<file path="src/rtl/evb_pkg.sv">
package evb_pkg;
  parameter int unsigned EVB_VAL_W_DEF = 8;
  parameter int unsigned EVB_PORTS_DEF = 2;
endpackage

</file>
<file path="src/rtl/evb_in_slot.sv">
module evb_in_slot #(
  parameter int unsigned VAL_W = 8
) (
  input  logic             clk,
  input  logic             rst_n,
  input  logic             go,
  input  logic             evt,
  input  logic [VAL_W-1:0] val,
  output logic             pres,
  output logic [VAL_W-1:0] pval
);
  logic             lat_q;
  logic [VAL_W-1:0] hold_q;

  always_ff @(posedge clk) begin
    if (!rst_n) begin
      lat_q  <= 1'b0;
      hold_q <= '0;
    end else begin
      if (go)       lat_q <= 1'b0;
      else if (evt) lat_q <= 1'b1;
      if (evt)      hold_q <= val;
    end
  end

  assign pres = go & (lat_q | evt);
  assign pval = evt ? val : hold_q;

  a_r4_latch_set: assert property (@(posedge clk) disable iff (!rst_n)
    (!go && evt) |=> lat_q);
  a_r3_no_latch_on_go: assert property (@(posedge clk) disable iff (!rst_n)
    go |=> !lat_q);
  a_r4_latest_value: assert property (@(posedge clk) disable iff (!rst_n)
    evt |=> (hold_q == $past(val)));
  a_r2_idle_zero: assert property (@(posedge clk) disable iff (!rst_n)
    !go |-> !pres);
endmodule

</file>
<file path="src/rtl/evb_out_slot.sv">
module evb_out_slot #(
  parameter int unsigned VAL_W     = 8,
  parameter bit          INIT_PEND = 1'b0,
  parameter logic [VAL_W-1:0] INIT_VAL = '0
) (
  input  logic             clk,
  input  logic             rst_n,
  input  logic             go,
  input  logic             en,
  input  logic             req,
  input  logic [VAL_W-1:0] rval,
  output logic             evt,
  output logic [VAL_W-1:0] oval
);
  logic             pend_q;
  logic [VAL_W-1:0] int_q;
  logic [VAL_W-1:0] ext_q;
  logic             fire;

  assign fire = pend_q & (go | en);

  always_ff @(posedge clk) begin
    if (!rst_n) begin
      pend_q <= INIT_PEND;
      int_q  <= INIT_VAL;
      ext_q  <= INIT_VAL;
    end else begin
      if (go)      pend_q <= req;
      else if (en) pend_q <= 1'b0;
      if (go && req) int_q <= rval;
      if (fire)      ext_q <= int_q;
    end
  end

  assign evt  = fire;
  assign oval = fire ? int_q : ext_q;

  a_r5_load_request: assert property (@(posedge clk) disable iff (!rst_n)
    go |=> (pend_q == $past(req)));
  a_r5_deadline: assert property (@(posedge clk) disable iff (!rst_n)
    (go && pend_q) |-> evt);
  a_r6_hold_pending: assert property (@(posedge clk) disable iff (!rst_n)
    (!go && !en) |=> (pend_q == $past(pend_q)));
  a_r7_ext_follows: assert property (@(posedge clk) disable iff (!rst_n)
    evt |=> (ext_q == $past(oval)));
endmodule

</file>
<file path="src/rtl/evbuf_wrap.sv">
module evbuf_wrap
  import evb_pkg::*;
#(
  parameter int unsigned N_IN  = EVB_PORTS_DEF,
  parameter int unsigned N_OUT = EVB_PORTS_DEF,
  parameter int unsigned VAL_W = EVB_VAL_W_DEF,
  parameter logic [N_OUT-1:0] OUT_INIT = 2'b10,
  parameter logic [VAL_W-1:0] INIT_VAL = 8'hA5
) (
  input  logic                   clk,
  input  logic                   rst_n,
  input  logic [N_IN-1:0]        in_evt,
  input  logic [N_IN*VAL_W-1:0]  in_val,
  input  logic                   go,
  output logic [N_IN-1:0]        ctl_pres,
  output logic [N_IN*VAL_W-1:0]  ctl_val,
  input  logic [N_OUT-1:0]       ctl_emit,
  input  logic [N_OUT*VAL_W-1:0] ctl_oval,
  input  logic [N_OUT-1:0]       emit_en,
  output logic [N_OUT-1:0]       out_evt,
  output logic [N_OUT*VAL_W-1:0] out_val
);
  localparam int unsigned IN_BITS  = N_IN * VAL_W;
  localparam int unsigned OUT_BITS = N_OUT * VAL_W;

  logic [IN_BITS-1:0]  in_val_w;
  logic [OUT_BITS-1:0] oval_w;

  assign in_val_w = in_val;
  assign oval_w   = ctl_oval;

  for (genvar i = 0; i < N_IN; i++) begin : g_in
    evb_in_slot #(.VAL_W(VAL_W)) u_in (
      .clk  (clk),
      .rst_n(rst_n),
      .go   (go),
      .evt  (in_evt[i]),
      .val  (in_val_w[i*VAL_W +: VAL_W]),
      .pres (ctl_pres[i]),
      .pval (ctl_val[i*VAL_W +: VAL_W])
    );
  end

  for (genvar j = 0; j < N_OUT; j++) begin : g_out
    evb_out_slot #(
      .VAL_W    (VAL_W),
      .INIT_PEND(OUT_INIT[j]),
      .INIT_VAL (INIT_VAL)
    ) u_out (
      .clk  (clk),
      .rst_n(rst_n),
      .go   (go),
      .en   (emit_en[j]),
      .req  (ctl_emit[j]),
      .rval (oval_w[j*VAL_W +: VAL_W]),
      .evt  (out_evt[j]),
      .oval (out_val[j*VAL_W +: VAL_W])
    );
  end

  a_r1_reset_no_pres: assert property (@(posedge clk)
    !rst_n |=> (ctl_pres == '0 || go));
endmodule

</file>
<file path="config.mk">
export PLATFORM = sky130hd
export DESIGN_NAME = evbuf_wrap
export DESIGN_NICKNAME = d
export VERILOG_FILES = /design/src/rtl/evb_pkg.sv /design/src/rtl/evb_in_slot.sv /design/src/rtl/evb_out_slot.sv /design/src/rtl/evbuf_wrap.sv
export SDC_FILE = /design/constraint.sdc
export NUM_CORES = 1
export LEC_CHECK = 0
export CAP_MARGIN = 20
export CORE_MARGIN = 2
export CORE_UTILIZATION = 60
export DETAILED_ROUTE_END_ITERATION = 10
export DONT_BUFFER_PORTS = 1
export PLACE_DENSITY_LB_ADDON = 0.1
export SYNTH_ARGS = -nofsm -noshare
export SYNTH_HDL_FRONTEND = slang
export SYNTH_SLANG_ARGS = --single-unit
</file>
<file path="constraint.sdc">
create_clock -name clk -period 1.2 [get_ports clk]
set_clock_uncertainty 0.1 [all_clocks]
set_input_delay 0 -clock clk [delete_from_list [all_inputs] [get_ports clk]]
set_output_delay 0 -clock clk [all_outputs]
set_load 0.005 [all_outputs]
</file>
* Yosys cells after proc, flatten, opt, wreduce, memory -nomap -nowiden
Cells that the tools add are included. Widths: inputs -> output; s select.
Word-level totals: register bits after elaboration 52, input port bits 41, output and inout bits 36, logic and storage cells 32
Cells by class: mux-type cells 8, bitwise logic cells 9, reductions and logical operators 5
Operator list (number):
- $mux 8 | 4
- $and 1x1->1 | 4
- $mux 1 | 4
- $or 1x1->1 | 4
- $reduce_bool 2->1 | 2
- $logic_and 1x1->1 | 2
- $reduce_or 2->1 | 1
- $not 1->1 | 1

* Logic depth before layout (Yosys ltp)
word-level depth 3, mapped depth 4, mapped depth without buffers 3

* By module
From an unflattened synthesis, not the netlist that was laid out.
Second synthesis, totals: cell total of the unflattened synthesis 226, area total of the unflattened synthesis 2327.2 sq um
Modules (own cells, without submodules):
- evb_out_slot at g_out[0].u_out | times used 1, cells each 84, area an instance 785.8 sq um, sequential area each 340.3 sq um
- evb_out_slot at g_out[1].u_out | times used 1, cells each 84, area an instance 778.2 sq um, sequential area each 340.3 sq um
- evb_in_slot | times used 2, cells each 29, area an instance 381.6 sq um, sequential area each 180.2 sq um

* Least setup slack after synthesis
Ideal clock, no wire load.
path type reg2reg, start point register g_out[1].u_out.pend_q, end point register g_out[1].u_out.ext_q[6], setup time 0.072 ns, data arrival time 0.903 ns, data required time 1.028 ns, setup slack 0.125 ns, stages on the path, launching flop included 5, buffers on the path 1, period minus slack after synthesis 1.075 ns, path through dfxtp_1 > o21ai_4 > inv_2 > buf_6 > mux2i_1
Between the ends: word-level cells in the longest chain between the ends 2
Ends and longest elaborated chain:
- start, declared | line evb_out_slot.sv:15 | logic pend_q;
- start signal, assigned | line evb_out_slot.sv:28 | if (go) pend_q <= req;
- $and 1x1->1 | line evb_out_slot.sv:20 | assign fire = pend_q & (go | en);
- net g_out[1].u_out.evt | line evb_out_slot.sv:12 | output logic evt,
- $mux 8
- end signal, assigned | line evb_out_slot.sv:31 | if (fire) ext_q <= int_q;
- end, declared | line evb_out_slot.sv:17 | logic [VAL_W-1:0] ext_q;
The timed path passes the listed nets, and every way through them passes these cells. A chain may end at the register's enable or synchronous reset.

* Worst setup path after layout
start point register g_out[1].u_out.pend_q, end point output port out_val[11]
Between the ends: word-level cells in the longest chain between the ends 2
Ends and longest elaborated chain:
- $and 1x1->1 | line evb_out_slot.sv:20
- $mux 8
- end, declared | line evbuf_wrap.sv:21 | output logic [N_OUT*VAL_W-1:0] out_val
No other way between the ends.

==> summary.md <==
| Metric | Value |
|---|---|
| Layout cells sized above 1 | `19.64%` |
| Vias | `1598` |
| Fin worst setup slack | `-0.03493 ns` |
| Worst Path Required | `1.10 ns` |
| GRT Max-Usage Layer | `met2` |
| Clock tree sinks | `52` |
| Total grt overflow | `0` |
| Yosys warns | `0` |
| Dpl hpwl | `2999 um` |
| Final net count | `264` |
| Fmax achieved | `0.8098 GHz` |
| Root Buffer | `clkbuf_8` |
| FILL cells | `298` |
| CP max FO | `5` |
| Drt drc | `0` |
| Final min period | `1.235 ns` |
| VDD IR-drop max | `0.0008618 V` |
| Clk slew on worst S/H paths | `0.09 ns` |
| GR Util met2 | `34.60%` |
| I/O Pins | `77` |
| CORE AREA | `0.003689 mm2` |
| Die W | `65.98 um` |
| Post-Syn Nets | `275` |
| Area occupied by multi-input gates | `0.001139 mm2` |
| Row count | `22` |
| Clock Path Buffers | `2` |
| CTS buffer count | `5` |
| Worst Setup End Kind | `primary output` |
| FF/Latch Area | `0.001044 mm2` |
| Post-synth EDFFs | `0` |
| Initial Util | `62.48%` |
| Post-Layout Cell Count | `272` |
| Routed WL | `4374 um` |
| Period utilization | `102.9%` |
| Mapped Cells | `234` |
| Die height | `65.98 um` |
| Port Buffers | `0` |
| DRT antenna net count | `0` |
| Final Setup Violations | `10` |
| Crit Path Class | `flip-flop to primary output` |
| GRT Total Usage | `21.11%` |
| Global-route wire length before repair | `6913 um` |
| Static Leak | `0.001028 uW` |
| RSZ-0062 raised after global routing | `true` |
| Die Area | `0.004353 mm2` |
| Max_slew headroom | `78.92%` |
| Primary FF master, synth | `dfxtp_1` |
| Netlist cell types | `26` |
| First-pass DRT Iterations | `4` |
| Vias in the first global route | `1526` |
| Hold Buf Count CTS | `1` |
| Status | `finished, violations left` |
| # diodes | `0` |
| Routability congestion estimate | `0.7910` |
| Max Cap Viol | `0` |
| First DRT Iteration DRCs | `86` |
| Violated checks | `hold timing, setup timing` |
| Worst-Margin Slew | `0.3150 ns` |
| Seq cells post-synth | `52` |
| HP Class | `input port to flip-flop` |
| CP startpoint kind | `flip-flop` |
| Mapped cell area | `0.002305 mm2` |
| Worst-Skew Late Latency | `0.31 ns` |
| Max-slew violations | `0` |
| Met3 Use GR | `7.666%` |
| Arr. time, crit path | `1.13 ns` |
| Worst-case hold slack | `-0.3062 ns` |
| Post-Place Cells | `263` |
| Final Hold Viols | `52` |
| Ys async rst share | `0%` |
| Vias per Instance | `5.875` |
| Clock tree from TritonCTS | `yes` |
| Pin count of the biggest net entering global routing | `60` |
| GR Util met1 | `24.12%` |
| Syn Area/Cell | `9.849 um2` |
| Area Overhead vs Synth | `5.157%` |
| Pwr per Cell Area | `1371 mW/mm2` |
| H-tree levels | `2` |
| DR WL/cell | `16.08 um` |
| Sequential cell area fraction in the yosys report | `45.17%` |
| Initial antenna violation count | `0` |
| Tot Pwr | `3322 uW` |
-- registers in the layout, summed over array words and instances (netlist names) --
name,count
g_in.u_in.hold_q,16
g_out.u_out.int_q,16
g_out.u_out.ext_q,16
g_in.u_in.lat_q,2
g_out.u_out.pend_q,2
-- cells by family after synthesis --
kind of cell / Yosys count / synth area share [%]
flops: 52 / 45.17
simple gates: 58 / 14.33
compound gates: 60 / 17.75
buf+inv: 32 / 7.546
mux: 32 / 15.20
-- final timing paths --
check	from	slack (ns)	endpoint	cells past startpoint
setup / recovery	g_out[1].u_out.pend_q$_SDFFE_PN1P_	-0.03	out_val[11]	2
hold / removal	rst_n	-0.31	g_out[1].u_out.int_q[0]$_SDFFE_PN1P_	1
setup reg to reg	g_out[1].u_out.pend_q$_SDFFE_PN1P_	0.13	g_out[1].u_out.ext_q[4]$_SDFF_PN0_	3
hold reg to reg	g_out[0].u_out.ext_q[4]$_SDFF_PN0_	0.36	g_out[0].u_out.ext_q[4]$_SDFF_PN0_	2
-- final cells by class --
cell class / count / area share [%]
clock buffer: 6 / 2.994
clock inverter: 2 / 1.446
inverter: 11 / 2.013
multi-input combinational: 150 / 46.98
sequential: 52 / 43.06
tap: 48 / 2.478
timing repair buffer: 3 / 1.033
-- metal layers --
layer | share of wire [%] | up-vias | wire [um]
li1 | - | 786 | -
met1 | 43 | 760 | 1867
met2 | 47 | 46 | 2075
met3 | 8.3 | 6 | 362
met4 | 1.6 | 0 | 69
met5 | 0 | - | 0
-- cells in the mapped netlist (3+ instances only) --
master    instances  area, um2
and3b_1           8      70.07
and3_1            8      50.05
buf_2             4      20.02
buf_6             3      33.78
o21ai_0          16      80.08
buf_4             7      52.55
inv_1             9      33.78
and2_1           16      100.1
clkbuf_1          6      22.52
a21boi_0          8      60.06
a21oi_1           8      40.04
nor2_1            4      15.01
o21a_1            8      60.06
o211ai_1         16      120.1
nand2_1          18      67.56
mux2_2           24      270.3
dfxtp_1          52       1041
mux2i_1           8      80.08
-- cell usage in the layout (no fill, tap or decap), types with 2 or more instances in the layout --
cell,count
nand2_1,18
o21ai_2,5
o21ai_4,2
nor2b_1,2
o211ai_1,16
mux2_2,16
inv_1,9
mux2i_1,8
nor2_1,4
clkbuf_8,5
and3b_1,8
dfxtp_2,2
dfxtp_1,50
buf_4,2
o21ai_0,8
a21boi_0,8
a21oi_1,8
o21ai_1,3
and3_1,8
and2_1,16
mux2_4,8
o21a_1,8
-- critical path, cell delays in order, from the launching register on --
cell	delay, ns
dfxtp_2	0.35
o21ai_4	0.13
mux2_4	0.35
-- where the power goes --
part           switching, uW  internal (uW)  leakage [uW]
combinational            148            168      0.000545
sequential              36.5           1810      0.000427
clock                    539            619     0.0000552
-- repair_timing --
action | CTS | global route
gates cloned | 0 | 0
resized for setup | 25 | 1
buffers inserted | 0 | 0
pin swaps | 0 | 0
endpoints found under the hold margin | 52 | 52
setup endpoints to repair | 16 | 16
-- metrics by stage --
stage | utilization [%] | TNS, ns | area, um2 | setup WS (ns)
after floorplan | - | 0 | 2305 | 0.1254
after global placement | 60.92 | 0 | 2247 | 0.1641
after detailed placement | 60.92 | 0 | 2247 | 0.06590
after CTS | 65.60 | -0.3409 | 2420 | -0.04202
after global routing | 65.71 | -1.006 | 2424 | -0.08321
final | 65.71 | -0.2677 | 2424 | -0.03493
Power figures use the tool's default switching activity.
